`config.mk`:
```
export PLATFORM = sky130hd
export DESIGN_NAME = ctlmode_handshake
export DESIGN_NICKNAME = d
export VERILOG_FILES = /design/src/rtl/chs_pkg.sv /design/src/rtl/chs_datapath.sv /design/src/rtl/chs_control.sv /design/src/rtl/chs_modesync.sv /design/src/rtl/ctlmode_handshake.sv
export SDC_FILE = /design/constraint.sdc
export NUM_CORES = 1
export LEC_CHECK = 0
export ABC_AREA = 1
export BUFFER_PORTS_ARGS = -buffer_cell sky130_fd_sc_hd__buf_4
export CORE_ASPECT_RATIO = 0.9
export CORE_MARGIN = 5
export CORE_UTILIZATION = 55
export DETAILED_ROUTE_END_ITERATION = 7
export PLACE_DENSITY = 0.71
export SLEW_MARGIN = 10
export SYNTH_ARGS = -nofsm -noshare
export SYNTH_HDL_FRONTEND = slang
export SYNTH_SLANG_ARGS = --single-unit
```
`constraint.sdc`:
```
create_clock -name clk -period 1.8 [get_ports clk]
set_input_delay 0.18 -clock clk [delete_from_list [all_inputs] [get_ports clk]]
set_output_delay 0.18 -clock clk [all_outputs]
set_load 0.01 [all_outputs]
```
`src/rtl/chs_pkg.sv`:
```
package chs_pkg;

  typedef enum logic [2:0] {
    ST_WAIT0    = 3'd0,
    ST_ARMED    = 3'd1,
    ST_LOCKED   = 3'd2,
    ST_FINAL    = 3'd3,
    ST_SENDLAST = 3'd4,
    ST_RELEASED = 3'd5
  } hskState_t;

  typedef struct packed {
    logic capture;
    logic loadTx;
    logic clrStable;
    logic ctlClear;
  } hskStrobe_t;

endpackage

```
`src/rtl/chs_datapath.sv`:
```
module chs_datapath
  import chs_pkg::*;
#(
  parameter int FRAME_BITS    = 64,
  parameter int HS_POS        = 61,
  parameter int IMM_POS       = 55,
  parameter int SRC_LSB       = 52,
  parameter int SRC_W         = 2,
  parameter int RATE_LSB      = 48,
  parameter int RATE_W        = 3,
  parameter int INT_SRC_A     = 1,
  parameter int INT_SRC_B     = 2,
  parameter int STABLE_CYCLES = 4000
) (
  input  logic       clk,
  input  logic       rstN,
  input  logic       ctrlMode,
  input  logic       frameStart,
  input  logic       sdIn,
  input  hskStrobe_t strb,
  input  logic       echoHs,
  output logic       wordDone,
  output logic       hsNew,
  output logic       fieldChanged,
  output logic       internalSrc,
  output logic       stableOk,
  output logic       txDone,
  output logic       txBit,
  output logic       cfgImm
);

  localparam int CNT_W   = $clog2(FRAME_BITS);
  localparam int LEFT_W  = $clog2(FRAME_BITS + 1);
  localparam int FIELD_W = SRC_W + RATE_W;
  localparam int STB_W   = $clog2(STABLE_CYCLES + 1);
  localparam logic [CNT_W-1:0]  LAST_BIT = CNT_W'(FRAME_BITS - 1);
  localparam logic [LEFT_W-1:0] FULL     = LEFT_W'(FRAME_BITS);
  localparam logic [STB_W-1:0]  STB_LIM  = STB_W'(STABLE_CYCLES);

  // receive shifter
  logic [FRAME_BITS-1:0] rxShift;
  logic [CNT_W-1:0]      rxCnt;
  logic                  rxBusy;
  logic [FRAME_BITS-1:0] rxWord;

  assign rxWord   = {rxShift[FRAME_BITS-2:0], sdIn};
  assign wordDone = ctrlMode && rxBusy && !frameStart && (rxCnt == LAST_BIT);

  always_ff @(posedge clk) begin
    if (!rstN) begin
      rxShift <= '0;
      rxCnt   <= '0;
      rxBusy  <= 1'b0;
    end else if (!ctrlMode) begin
      rxBusy  <= 1'b0;
      rxCnt   <= '0;
    end else if (frameStart) begin
      rxShift <= rxWord;
      rxCnt   <= CNT_W'(1);
      rxBusy  <= 1'b1;
    end else if (rxBusy) begin
      rxShift <= rxWord;
      rxCnt   <= rxCnt + CNT_W'(1);
      if (rxCnt == LAST_BIT) rxBusy <= 1'b0;
    end
  end

  // field decode of the word being completed
  logic [SRC_W-1:0]   srcNew;
  logic [FIELD_W-1:0] fieldNew;
  logic [FIELD_W-1:0] prevField;

  assign srcNew       = rxWord[SRC_LSB +: SRC_W];
  assign fieldNew     = {srcNew, rxWord[RATE_LSB +: RATE_W]};
  assign fieldChanged = (fieldNew != prevField);
  assign internalSrc  = (srcNew == SRC_W'(INT_SRC_A)) || (srcNew == SRC_W'(INT_SRC_B));
  assign hsNew        = rxWord[HS_POS];

  // accepted word and configuration
  logic [FRAME_BITS-1:0] echoWord;

  always_ff @(posedge clk) begin
    if (!rstN) begin
      echoWord  <= '0;
      prevField <= '0;
      cfgImm    <= 1'b0;
    end else if (strb.ctlClear) begin
      echoWord  <= '0;
      prevField <= '0;
    end else if (strb.capture) begin
      echoWord  <= rxWord;
      prevField <= fieldNew;
      cfgImm    <= rxWord[IMM_POS];
    end
  end

  // stability window counter
  logic [STB_W-1:0] stableCnt;
  assign stableOk = (stableCnt == STB_LIM);

  always_ff @(posedge clk) begin
    if (!rstN || strb.ctlClear || strb.clrStable) stableCnt <= '0;
    else if (!stableOk)                           stableCnt <= stableCnt + STB_W'(1);
  end

  // transmit shifter
  logic [FRAME_BITS-1:0] txShift;
  logic [FRAME_BITS-1:0] loadWord;
  logic [LEFT_W-1:0]     txLeft;

  always_comb begin
    loadWord         = echoWord;
    loadWord[HS_POS] = echoHs;
  end

  assign txBit  = txShift[FRAME_BITS-1];
  assign txDone = (txLeft == LEFT_W'(1)) && !strb.loadTx;

  always_ff @(posedge clk) begin
    if (!rstN || strb.ctlClear) begin
      txShift <= '0;
      txLeft  <= '0;
    end else if (strb.loadTx) begin
      txShift <= loadWord;
      txLeft  <= FULL;
    end else if (txLeft != '0) begin
      txShift <= {txShift[FRAME_BITS-2:0], 1'b0};
      txLeft  <= txLeft - LEFT_W'(1);
    end
  end

  AST_WORD_SPACING: assert property (@(posedge clk) disable iff (!rstN)
    wordDone |=> !wordDone) else $error("word completions too close");

  AST_STABLE_RESTART: assert property (@(posedge clk) disable iff (!rstN)
    (strb.clrStable && !strb.ctlClear) |=> !stableOk) else $error("stability count not restarted");

endmodule

```
`src/rtl/chs_control.sv`:
```
module chs_control
  import chs_pkg::*;
(
  input  logic       clk,
  input  logic       rstN,
  input  logic       ctrlMode,
  input  logic       frameStart,
  input  logic       wordDone,
  input  logic       hsNew,
  input  logic       fieldChanged,
  input  logic       internalSrc,
  input  logic       stableOk,
  input  logic       txDone,
  output hskStrobe_t strb,
  output logic       echoHs,
  output hskState_t  state,
  output logic       ctlDrive
);

  logic      pending;
  logic      pendHs;
  logic      accepting;
  logic      fast;
  logic      echoSet;
  logic      echoVal;
  hskState_t stateNext;

  assign accepting     = (state == ST_WAIT0) || (state == ST_ARMED);
  assign fast          = !fieldChanged && (internalSrc || stableOk);
  assign strb.capture  = ctrlMode && wordDone && accepting;
  assign strb.clrStable = strb.capture && fieldChanged;
  assign strb.ctlClear = !ctrlMode;
  assign strb.loadTx   = ctrlMode && frameStart &&
                         (accepting || (state == ST_LOCKED) || (state == ST_FINAL));
  assign ctlDrive      = (state != ST_RELEASED);

  always_comb begin
    echoSet = 1'b0;
    echoVal = pendHs;
    if (strb.capture && fast) begin
      echoSet = 1'b1;
      echoVal = hsNew;
    end else if (!strb.capture && pending && stableOk) begin
      echoSet = 1'b1;
      echoVal = pendHs;
    end
  end

  always_comb begin
    stateNext = state;
    unique case (state)
      ST_WAIT0:    if (echoSet && !echoVal)       stateNext = ST_ARMED;
      ST_ARMED:    if (strb.capture && hsNew)     stateNext = ST_LOCKED;
      ST_LOCKED:   if (echoHs)                    stateNext = ST_FINAL;
      ST_FINAL:    if (strb.loadTx)               stateNext = ST_SENDLAST;
      ST_SENDLAST: if (txDone)                    stateNext = ST_RELEASED;
      ST_RELEASED:                                stateNext = ST_RELEASED;
      default:                                    stateNext = ST_WAIT0;
    endcase
  end

  always_ff @(posedge clk) begin
    if (!rstN || strb.ctlClear) begin
      state   <= ST_WAIT0;
      echoHs  <= 1'b1;
      pending <= 1'b0;
      pendHs  <= 1'b1;
    end else begin
      state <= stateNext;
      if (echoSet) echoHs <= echoVal;
      if (strb.capture) begin
        pending <= !fast;
        pendHs  <= hsNew;
      end else if (echoSet) begin
        pending <= 1'b0;
      end
    end
  end

  AST_SLOW_ECHO_HOLD: assert property (@(posedge clk) disable iff (!rstN)
    (ctrlMode && pending && !stableOk && !wordDone) |=> $stable(echoHs))
    else $error("echo flag moved before stability window");

  AST_LOCK_NEEDS_ZERO: assert property (@(posedge clk) disable iff (!rstN)
    (state == ST_LOCKED) |-> !$past(echoHs) || $past(state == ST_LOCKED))
    else $error("locked without a prior zero echo");

endmodule

```
`src/rtl/chs_modesync.sv`:
```
module chs_modesync #(
  parameter int FRAME_BITS = 64
) (
  input  logic clk,
  input  logic rstN,
  input  logic modeIn,
  input  logic tsIn,
  input  logic isMaster,
  input  logic cfgImm,
  output logic ctrlMode,
  output logic fsyncOut,
  output logic fsyncEn,
  output logic slotStart
);

  localparam int POS_W = $clog2(FRAME_BITS);
  localparam logic [POS_W-1:0] POS_LAST = POS_W'(FRAME_BITS - 1);

  logic modeS1, modeS2;
  logic tsQ, riseD1, riseD2;
  logic begun;
  logic [POS_W-1:0] frmPos;

  // two-flop synchroniser with a matched delay line for the slot rise
  always_ff @(posedge clk) begin
    if (!rstN) begin
      modeS1 <= 1'b0;
      modeS2 <= 1'b0;
      tsQ    <= 1'b0;
      riseD1 <= 1'b0;
      riseD2 <= 1'b0;
    end else begin
      modeS1 <= modeIn;
      modeS2 <= modeS1;
      tsQ    <= tsIn;
      riseD1 <= tsIn && !tsQ;
      riseD2 <= riseD1;
    end
  end

  assign ctrlMode  = !modeS2;
  assign slotStart = modeS2 && riseD2;

  // master frame sync: one idle period, then a pulse every frame
  always_ff @(posedge clk) begin
    if (!rstN || !modeS2) begin
      begun    <= 1'b0;
      frmPos   <= '0;
      fsyncOut <= 1'b0;
    end else if (!begun) begin
      begun    <= 1'b1;
    end else begin
      fsyncOut <= (frmPos == '0);
      frmPos   <= (frmPos == POS_LAST) ? '0 : frmPos + POS_W'(1);
    end
  end

  assign fsyncEn = isMaster && modeS2 && (modeIn || !cfgImm);

  AST_FSYNC_QUIET_FIRST: assert property (@(posedge clk) disable iff (!rstN)
    $rose(modeS2) |=> !fsyncOut) else $error("frame sync too early");

  AST_FSYNC_SECOND_EDGE: assert property (@(posedge clk) disable iff (!rstN)
    (modeS2 && $past(modeS2) && !$past(modeS2, 2)) |=> fsyncOut)
    else $error("frame sync missing on second edge");

  AST_SLOT_SINGLE: assert property (@(posedge clk) disable iff (!rstN)
    slotStart |=> !slotStart) else $error("slot pulse longer than one cycle");

endmodule

```
`src/rtl/ctlmode_handshake.sv`:
```
module ctlmode_handshake
  import chs_pkg::*;
#(
  parameter int FRAME_BITS    = 64,
  parameter int HS_POS        = 61,
  parameter int IMM_POS       = 55,
  parameter int SRC_LSB       = 52,
  parameter int SRC_W         = 2,
  parameter int RATE_LSB      = 48,
  parameter int RATE_W        = 3,
  parameter int INT_SRC_A     = 1,
  parameter int INT_SRC_B     = 2,
  parameter int STABLE_CYCLES = 4000
) (
  input  logic clk,
  input  logic rstN,
  input  logic modeIn,
  input  logic isMaster,
  input  logic frameStart,
  input  logic sdIn,
  input  logic tsIn,
  input  logic dataTx,
  output logic sdOut,
  output logic sdOutEn,
  output logic fsyncOut,
  output logic fsyncEn,
  output logic slotStart
);

  hskStrobe_t strb;
  hskState_t  ctlState;
  logic ctrlMode, echoHs, ctlDrive, cfgImm;
  logic wordDone, hsNew, fieldChanged, internalSrc, stableOk, txDone, txBit;

  chs_modesync #(.FRAME_BITS(FRAME_BITS)) modeSync_i (
    .clk(clk), .rstN(rstN), .modeIn(modeIn), .tsIn(tsIn), .isMaster(isMaster),
    .cfgImm(cfgImm), .ctrlMode(ctrlMode), .fsyncOut(fsyncOut), .fsyncEn(fsyncEn),
    .slotStart(slotStart)
  );

  chs_datapath #(
    .FRAME_BITS(FRAME_BITS), .HS_POS(HS_POS), .IMM_POS(IMM_POS),
    .SRC_LSB(SRC_LSB), .SRC_W(SRC_W), .RATE_LSB(RATE_LSB), .RATE_W(RATE_W),
    .INT_SRC_A(INT_SRC_A), .INT_SRC_B(INT_SRC_B), .STABLE_CYCLES(STABLE_CYCLES)
  ) datapath_i (
    .clk(clk), .rstN(rstN), .ctrlMode(ctrlMode), .frameStart(frameStart),
    .sdIn(sdIn), .strb(strb), .echoHs(echoHs), .wordDone(wordDone),
    .hsNew(hsNew), .fieldChanged(fieldChanged), .internalSrc(internalSrc),
    .stableOk(stableOk), .txDone(txDone), .txBit(txBit), .cfgImm(cfgImm)
  );

  chs_control control_i (
    .clk(clk), .rstN(rstN), .ctrlMode(ctrlMode), .frameStart(frameStart),
    .wordDone(wordDone), .hsNew(hsNew), .fieldChanged(fieldChanged),
    .internalSrc(internalSrc), .stableOk(stableOk), .txDone(txDone),
    .strb(strb), .echoHs(echoHs), .state(ctlState), .ctlDrive(ctlDrive)
  );

  assign sdOut   = ctrlMode ? txBit : dataTx;
  assign sdOutEn = ctrlMode ? ctlDrive : 1'b1;

  AST_LOCK_FREEZES_CFG: assert property (@(posedge clk) disable iff (!rstN)
    (ctlState inside {ST_LOCKED, ST_FINAL, ST_SENDLAST, ST_RELEASED}) |=> $stable(cfgImm))
    else $error("configuration changed after lock");

  AST_RELEASE_AFTER_LAST: assert property (@(posedge clk) disable iff (!rstN)
    (ctlState == ST_SENDLAST && txDone && ctrlMode) |=> (!sdOutEn || !ctrlMode))
    else $error("output not released after final word");

endmodule

```
==> impl_metrics.ini <==
[synth]
synth_edf_count = 0
synth.ff_latch_count = 236
dominantRegCellSynth = dfxtp_1
seq_area_frac_synth_pct = 50.13
synth_async_sr_flop_share_pct = 0
synthTopCellsByCount = nand2_1, dfxtp_1, nor2_1
yosys-top-cells-area = dfxtp_1, nand2_1, nor2_1, o21ai_0, o31ai_1
synth_top_area_cell = dfxtp_1
synth.distinct_cells = 40
synth.top_cell.area_share_pct = 50.13
avgSynthCellArea_sq_um = 7.601
syn-num-nets = 1255
syn_area_sq_um = 9425
yosysMostFrequentCell = nand2_1
synthCells = 1240
yosysWarnings = 0

[floorplanning]
dieHeight_um = 134.2
start_util_pct = 55.99
dieArea_sq_um = 19860
core_area_sq_um = 16830
rows = 45
boundaryPins = 13
die_x_um = 148.0

[critical_path]
startpoint = datapath_i.rxCnt[0]
crit_required_ps = 2200
crit_path_max_fanout = 8
rr_worst_depth = 12
worst_ep_arrival_time_ps = 2110
path_class = flop to flop
cp-endpoint = control_i.state[2]
crit_path_end_kind = flop
start_kind = flop
r2r_start = datapath_i.rxCnt[0]
regToRegEndpoint = control_i.state[2]
r2r_slack_ps = 90

[final_layout]
antennaDiodeCount = 0
area_growth_pct = 13.61
drive_gt1_share_pct = 10.67
fill_cells = 1469
finalNetCount = 1256
final_cell_area_sq_um = 10710
regArea_sq_um = 4732
multi_input_area_sq_um = 4114

[sta]
setup_viol = 0
slew_viol_final = 0
rsz0062_at_grt = yes
hold_viol_final = 0
relSlewSlack_pct = 57.27
worst_pin_slew_ps = 640.9
hold_ws_ps = 36.66
fin_worst_skew_ps = 15.19
min_period_ps = 1714
fin_ws_ps = 86.35
period_share_pct = 95.20
max_freq_mhz = 583.6

[cts]
cts-htree-levels = 1
cts.sinks = 236
clk_pin_slew_worst_paths_ps = 60
clkLatencyLatePin_ps = 520
cts_made_buffers = 24
cts-root-buf = clkbuf_16
cts_buffer_depth = 3
cts_tree = yes

[power]
power_mw = 12.69
worst_ir_drop_vdd_mv = 0.8357
p_leak_nw = 4.405
p_per_area_nw_per_um2 = 1185

[drt]
vias_per_cell = 5.219
drc_errors = 0
drt_pass1_iterations = 5
drt_wl_total_um = 19500
detail_route.wl_per_cell_um = 13.29
ant_nets = 0
drtIter0Drc = 464
num_vias = 7657

[placement]
gp_congestion = 0.7810
placed_cell_area_sq_um = 9687
io_buffers = 12
hpwlAfterDp_um = 10900
dp_slack_ps = -176.2

[flow_run]
cap_violations = 0

[global_route]
grt_pass1_wl_um = 32690
grt_max_degree = 90
grt_pass1_vias = 7093
grtUsageTotal_pct = 18.89
antenna_found_initial = 0
gr-total-overflow = 0

[hold_path]
min_path_type = input port to flop

[status]
outcome = complete, no violations
-- worst min-delay path by stage --
stage / from / end / slack (ps) / cells past startpoint
after floorplan: modeIn / modeSync_i.modeS1 / 280 / 2
after global placement: modeSync_i.tsQ / modeSync_i.riseD1 / 370 / 1
after detailed placement: modeSync_i.tsQ / modeSync_i.riseD1 / 370 / 1
after CTS: rstN / datapath_i.cfgImm / 20 / 3
after global routing: rstN / datapath_i.cfgImm / 40 / 3
final: rstN / datapath_i.cfgImm / 40 / 3
-- cells in the final DEF, fill, tap and decap left out, drive strengths merged --
| cell type | n |
|---|---|
| a211oi | 2 |
| a21oi | 60 |
| a31oi | 2 |
| a41oi | 1 |
| and3 | 1 |
| buf | 45 |
| clkbuf | 39 |
| clkinv | 3 |
| dfxtp | 236 |
| dlygate4sd3 | 3 |
| ha | 7 |
| inv | 80 |
| nand2 | 271 |
| nand3 | 19 |
| nand4 | 3 |
| nor2 | 231 |
| nor3 | 6 |
| nor3b | 4 |
| nor4 | 1 |
| o211ai | 2 |
| o21ai | 156 |
| o21bai | 2 |
| o31ai | 62 |
| o32ai | 1 |
| or2 | 5 |
| xnor2 | 10 |
| xor2 | 4 |
-- through the flow --
step | TNS (ps) | cells | util, %
5_1_grt | -103.4 | 1467 | 63.60
3_5_place_dp | -2074 | 1416 | 57.54
6_report | 0 | 1467 | 63.60
3_3_place_gp | -619.3 | 1416 | 57.54
2_1_floorplan | 0 | 1240 | -
4_1_cts | 0 | 1461 | 62.45
-- flip-flops by register name (all words and copies together) (netlist names), 3 cells and up --
register / cells
datapath_i.rxCnt: 6
datapath_i.stableCnt: 12
datapath_i.txShift: 64
control_i.state: 3
datapath_i.echoWord: 63
datapath_i.rxShift: 63
modeSync_i.frmPos: 6
datapath_i.txLeft: 7
-- where the power goes --
| group | leakage, nW | switching [mW] | internal [mW] |
|---|---|---|---|
| Clock | 0.384 | 1.93 | 2.86 |
| Combinational | 2.10 | 1.58 | 0.694 |
| Sequential | 1.92 | 0.176 | 5.45 |
-- worst max-delay path: stages, from the launching register on --
cell	delay, ps
dfxtp_4	360
ha_4	140
inv_1	40
nor2_1	100
nand2_2	100
nor2_4	240
nand3_2	120
nand2_2	100
nand3_1	90
nand2_2	120
nand3_1	90
nand2_1	70
nor2_1	30
-- timing repair --
item,CTS,global route
endpoints found under the hold margin,5,0
buffers inserted,1,3
gates cloned,0,3
hold buffers,3,0
gates resized for setup,3,38
endpoints found under the setup margin,72,117
pin swaps,1,9
-- kinds of logic (layout without fill, tap and decap cells) --
| logic type | after synthesis | after routing | synth area share [%] |
|---|---|---|---|
| simple gates | 541 | 541 | 22.97 |
| compound gates | 288 | 288 | 17.38 |
| xor+xnor | 14 | 14 | 1.301 |
| fa+ha+maj | 7 | 7 | 0.9292 |
| buf+inv | 154 | 170 | 7.301 |
| flops | 236 | 236 | 50.13 |
-- cell type report --
type,count,share of cell area [%]
Timing Repair inverter,3,0.3622
Clock buffer,39,7.069
Sequential cell,236,44.19
Clock inverter,2,0.1986
Timing Repair Buffer,48,4.288
Inverter,78,3.003
Multi-Input combinational cell,850,38.42
Tap cell,211,2.466
-- per-layer routing --
| metal | wire length [um] | up-vias | track usage [%] |
|---|---|---|---|
| li1 | - | 4014 | - |
| met3 | 603 | 32 | 3.007 |
| met2 | 8769 | 97 | 31.68 |
| met5 | 0 | - | 0 |
| met1 | 9807 | 3514 | 26.07 |
| met4 | 320 | 0 | 3.746 |
(Power assumes the default switching activity.)
